## src/rtl/wpsc_pkg.sv

```systemverilog
package wpsc_pkg;

    typedef struct packed {
        logic       wel;
        logic [1:0] lvl;
        logic       arm;
        logic       arr_gnt;
        logic       arr_dny;
        logic       sr_gnt;
        logic       sr_dny;
    } guard_state_t;

    localparam logic [7:0] BUSY_BYTE = 8'hFF;

endpackage

```

## src/rtl/wpsc_zone_decode.sv

```systemverilog
module wpsc_zone_decode #(
    parameter int ADDR_W = 13
) (
    input  logic [ADDR_W-1:0] addr_i,
    input  logic [1:0]        lvl_i,
    output logic              hit_o
);
    localparam int TOP = ADDR_W - 1;

    logic top_quarter;
    logic top_half;

    always_comb begin
        top_quarter = (addr_i[TOP -: 2] == 2'b11);
        top_half    = addr_i[TOP];
        unique case (lvl_i)
            2'b00:   hit_o = 1'b0;
            2'b01:   hit_o = top_quarter;
            2'b10:   hit_o = top_half;
            default: hit_o = 1'b1;
        endcase
    end
endmodule

```

## src/rtl/wpsc_busy_timer.sv

```systemverilog
module wpsc_busy_timer #(
    parameter int WR_CYCLES = 8
) (
    input  logic clk,
    input  logic rst_n,
    input  logic start_i,
    output logic busy_o,
    output logic last_o
);
    localparam int CW = $clog2(WR_CYCLES + 1);
    localparam logic [CW-1:0] LOAD = CW'(WR_CYCLES);

    logic [CW-1:0] cnt_d, cnt_q;

    always_comb begin
        cnt_d = cnt_q;
        if (start_i)
            cnt_d = LOAD;
        else if (cnt_q != '0)
            cnt_d = cnt_q - 1'b1;
    end

    always_ff @(posedge clk or negedge rst_n) begin
        if (!rst_n) cnt_q <= '0;
        else        cnt_q <= cnt_d;
    end

    assign busy_o = (cnt_q != '0);
    assign last_o = (cnt_q == CW'(1));
endmodule

```

## src/rtl/wp_status_ctrl.sv

```systemverilog
module wp_status_ctrl #(
    parameter int WR_CYCLES = 8,
    parameter int ADDR_W    = 13
) (
    input  logic              clk,
    input  logic              rst_n,
    input  logic              wel_set_i,
    input  logic              wel_clr_i,
    input  logic              sr_wr_req_i,
    input  logic [7:0]        sr_wr_data_i,
    input  logic              arr_wr_req_i,
    input  logic [ADDR_W-1:0] arr_wr_addr_i,
    input  logic              wp_n_i,
    output logic [7:0]        status_o,
    output logic              busy_o,
    output logic              arr_grant_o,
    output logic              arr_deny_o,
    output logic              sr_grant_o,
    output logic              sr_deny_o
);
    import wpsc_pkg::*;

    guard_state_t st_d, st_q;
    logic zone_hit;
    logic busy;
    logic last;
    logic start;
    logic hw_lock;

    wpsc_zone_decode #(.ADDR_W(ADDR_W)) u_zone (
        .addr_i (arr_wr_addr_i),
        .lvl_i  (st_q.lvl),
        .hit_o  (zone_hit)
    );

    wpsc_busy_timer #(.WR_CYCLES(WR_CYCLES)) u_timer (
        .clk     (clk),
        .rst_n   (rst_n),
        .start_i (start),
        .busy_o  (busy),
        .last_o  (last)
    );

    assign hw_lock = !wp_n_i && st_q.arm;

    always_comb begin
        st_d         = st_q;
        st_d.arr_gnt = 1'b0;
        st_d.arr_dny = 1'b0;
        st_d.sr_gnt  = 1'b0;
        st_d.sr_dny  = 1'b0;
        start        = 1'b0;
        if (busy) begin
            if (last) st_d.wel = 1'b0;
        end else if (wel_clr_i) begin
            st_d.wel = 1'b0;
        end else if (wel_set_i) begin
            st_d.wel = 1'b1;
        end else if (sr_wr_req_i) begin
            if (st_q.wel && !hw_lock) begin
                st_d.arm    = sr_wr_data_i[7];
                st_d.lvl    = sr_wr_data_i[3:2];
                st_d.sr_gnt = 1'b1;
                start       = 1'b1;
            end else begin
                st_d.sr_dny = 1'b1;
                st_d.wel    = 1'b0;
            end
        end else if (arr_wr_req_i) begin
            if (st_q.wel && !zone_hit) begin
                st_d.arr_gnt = 1'b1;
                start        = 1'b1;
            end else begin
                st_d.arr_dny = 1'b1;
                st_d.wel     = 1'b0;
            end
        end
    end

    always_ff @(posedge clk or negedge rst_n) begin
        if (!rst_n) st_q <= '0;
        else        st_q <= st_d;
    end

    assign busy_o      = busy;
    assign status_o    = busy ? BUSY_BYTE
                              : {st_q.arm, 3'b000, st_q.lvl, st_q.wel, 1'b0};
    assign arr_grant_o = st_q.arr_gnt;
    assign arr_deny_o  = st_q.arr_dny;
    assign sr_grant_o  = st_q.sr_gnt;
    assign sr_deny_o   = st_q.sr_dny;
endmodule

```

## config.mk

```make
export PLATFORM = sky130hd
export DESIGN_NAME = wp_status_ctrl
export DESIGN_NICKNAME = d
export VERILOG_FILES = /design/src/rtl/wpsc_pkg.sv /design/src/rtl/wpsc_zone_decode.sv /design/src/rtl/wpsc_busy_timer.sv /design/src/rtl/wp_status_ctrl.sv
export SDC_FILE = /design/constraint.sdc
export NUM_CORES = 1
export LEC_CHECK = 0
export CORE_UTILIZATION = 40
export DETAILED_ROUTE_END_ITERATION = 12
export GPL_TIMING_DRIVEN = 0
export PLACE_DENSITY_LB_ADDON = 0.3
export SYNTH_ARGS = -nofsm -noshare
export SYNTH_HDL_FRONTEND = slang
export SYNTH_SLANG_ARGS = --single-unit
```

## constraint.sdc

```tcl
create_clock -name clk -period 3.2 [get_ports clk]
set_clock_uncertainty 0.2 [all_clocks]
set_input_delay 0.8 -clock clk [delete_from_list [all_inputs] [get_ports clk]]
set_output_delay 0.8 -clock clk [all_outputs]
set_load 0.01 [all_outputs]
```

==> out/summary.txt, run 1 <==
CP peak stage delay: 470 ps
DRC Markers: 0
die span in x: 44.4 um
Tot Pwr: 797 uW
drt initial violations: 20
worst path required time: 2200 ps
Core ar.: 1590 um^2
pwr/cell area: 753 nW/um^2
Fillers: 124
Critical Path Sink Type: primary output
WHS Path Cells: 1
htree depth: 1
slew margin rel.: 64.0%
CTS tree: done
r2r setup slk: 1060 ps
layout cell share with drive strength beyond 1: 23.5%
Slew @ Worst Pin: 538 ps
crit-path leading delay family: buffers and inverters
first-pass GRT wire length: 2460 um
switching part of the total: 36.4%
worst path cell trace: inv_1, ha_4, nor3b_4, buf_6, inv_2, buf_4, clkdlybuf4s50_1
clock slew at reported path FFs: 80 ps
Combinational Power Share: 52.9%
Crit Reg-Reg Startpoint: u_timer.cnt_q[1]
Net Switching: 290 uW
hold_sp: st_q[4]
Startpoint Class: flop
clk sink count: 12
CP max FO: 10
largest net degree at the start of global routing: 13
DR WL/cell: 12.7 um
post-route ant nets: 0
Synth Instances: 69
Placer Congestion: 0.732
commonest non-fill, non-tap cell in the layout: clkdlybuf4s50_1
Area Growth Syn to Fin: 47.6%
final net count: 130
number of max-cap violations: 0
DRT Pass-1 Iters: 4
Post-Layout Cell Count: 122
Final Max Tran Viols: 0
register area: 302 um^2
diode count: 0
Clock Power Share: 15.4%
cts bufs inserted: 3
CP arrival: 2090 ps
hold buffers post-CTS: 0
flops & latches, synth: 12
Seq pwr share: 31.7%
total track usage: 17.5%
Clock Tree Buf Depth: 2
fin crit share: 96.6%
fmax: 323 MHz
Critical-path top delay cell: clkdlybuf4s50_1
Lkg Pwr: 0.000460 uW
Placed Cells incl. Taps: 117
status: complete, no violations
CTS root buffer: clkbuf_4
Synthesized Nets: 100
Max rail drop VDD: 441 uV
Ys Warns: 0
Multi-input gate area: 380 um^2
final setup fails: 0
PortBufs: 24
Cell Rows: 14
reg2reg path depth: 7
vias per cell: 5.15
Worst-Skew Late Latency: 280 ps
die height: 44.4 um
vias in the first global route: 560
CP Class: flop to primary output
vias post-DR: 628
Top Ports: 41
Worst R2R End: st_q[6]
HPWL Detailed: 1070 um
minimum clock period: 3090 ps
mapped cell area: 718 um^2
Die Area: 1970 um^2
Hold Vio Cnt, Final: 0
initial antenna violation count: 0
DRT Wirelength: 1540 um
Distinct cells, synth: 30
P_int: 507 uW
Hold EP: st_q[4]
register area share after synthesis: 41.8%
Initial Util: 45.1%
Worst Hold Class: flop to flop
Buf+Inv Stages, Crit Path: 5
post-layout util: 66.5%
syn avg cell area: 10.4 um^2
GRT Residual Overflow: 0
commonest non-fill, non-tap cells in the layout: clkdlybuf4s50_1 (24), dfrtp_1 (11), nor2_1 (6)
## worst max-delay path by stage
| stage | to | depth (start not counted) | slack (ps) | from |
|---|---|---|---|---|
| final | status_o[5] | 7 | 110 | u_timer.cnt_q[1] |
| after global routing | status_o[4] | 7 | -7 | u_timer.cnt_q[1] |
| after CTS | status_o[5] | 7 | 6 | u_timer.cnt_q[1] |
| after detailed placement | status_o[5] | 7 | 80 | u_timer.cnt_q[1] |
| after global placement | status_o[0] | 7 | 110 | u_timer.cnt_q[1] |
| after floorplan | status_o[0] | 6 | 710 | u_timer.cnt_q[1] |
## synth_stat cells (all sizes together)
cell      n  area [um^2]
a2111oi   1         8.76
a21boi    1         11.3
a21oi     4         20.0
a221o     1         10.0
a221oi    1         8.76
and2      1         8.76
and3      2         12.5
and4b     1         10.0
buf       4         30.0
clkbuf    1         3.75
clkinv    1         3.75
dfrtp    12          300
ha        3         37.5
inv       5         18.8
mux2      4         56.3
nand2     3         11.3
nand2b    2         12.5
nand4     2         12.5
nor2      6         22.5
nor2b     4         25.0
nor3b     1         12.5
o2111ai   3         43.8
o21ai     3         15.0
o31ai     1         7.51
or3       1         6.26
xnor2     1         8.76
## power by group through the flow
stage | registers (uW) | clock network [uW] | logic (uW)
global placement | 246 | 0 | 369
CTS | 246 | 127 | 385
floorplan | 235 | 0 | 243
detailed placement | 249 | 0 | 376
finish | 253 | 122 | 422
global route | 261 | 133 | 463
## cell type report
| cell class | instances | share of cell area, % |
|---|---|---|
| multi-input combinational | 46 | 35.9 |
| timing repair buffer | 25 | 23.4 |
| buffer | 5 | 3.90 |
| sequential | 12 | 28.5 |
| tap | 24 | 2.83 |
| clock buffer | 4 | 3.42 |
| inverter | 6 | 2.13 |
## stage by stage
step | setup TNS (ps) | hold slack, ps | instance area [um^2] | worst slack (ps)
detailed placement | 0 | 299 | 988 | 80.8
global placement | 0 | 297 | 988 | 114
CTS | 0 | 325 | 1030 | 6.15
global route | -8.42 | 352 | 1060 | -6.73
finish | 0 | 326 | 1060 | 109
floorplan | 0 | 281 | 718 | 714
## worst reg2reg max path, cell delays in order (launching register included)
cell and delay [ps]:
dfrtp_1 410, inv_1 150, ha_4 190, nor3b_4 240
buf_4 150, and2_4 160, o2111ai_4 190, mux2_4 340
## flip-flops by register name, indices dropped and copies added, names as in the netlist
register and count:
arr_grant_o 1, sr_deny_o 1, sr_grant_o 1, st_q 4, u_timer.cnt_q 4, arr_deny_o 1
## metal layers
layer  track usage, %  up-vias  part of all wire [%]
met1             23.1      300                    45
li1                 -      301                     -
met5                0        -                     0
met2             25.0       22                    46
met4             10.9        0                   2.7
met3             4.90        5                   5.4
## kinds of logic after synthesis
group	Yosys count	synth area share [%]
muxes	4	7.84
buffers and inverters	11	7.84
adders and majority gates	3	5.23
DFF	12	41.8
AOI/OAI and AO/OA	15	17.4
xor gates and xnor gates	1	1.22
and+or+nand+nor	23	18.6
## timing repair
item	4_1_cts	5_1_grt
setup endpoints to repair	9	9
setup buffers	0	1
pin swaps	0	0
resized for setup	3	5
Note: power is estimated with default switching activity, not from simulation.
==> inputs of run 2 (changes only) <==
--- a/config.mk
+++ b/config.mk
@@ -5,6 +5,7 @@
 export SDC_FILE = /design/constraint.sdc
 export NUM_CORES = 1
 export LEC_CHECK = 0
+export CORE_MARGIN = 1
 export CORE_UTILIZATION = 40
 export DETAILED_ROUTE_END_ITERATION = 12
 export GPL_TIMING_DRIVEN = 0
==> results of run 2 <==
The final DEF is identical to that of run 1; final timing and power are the same.
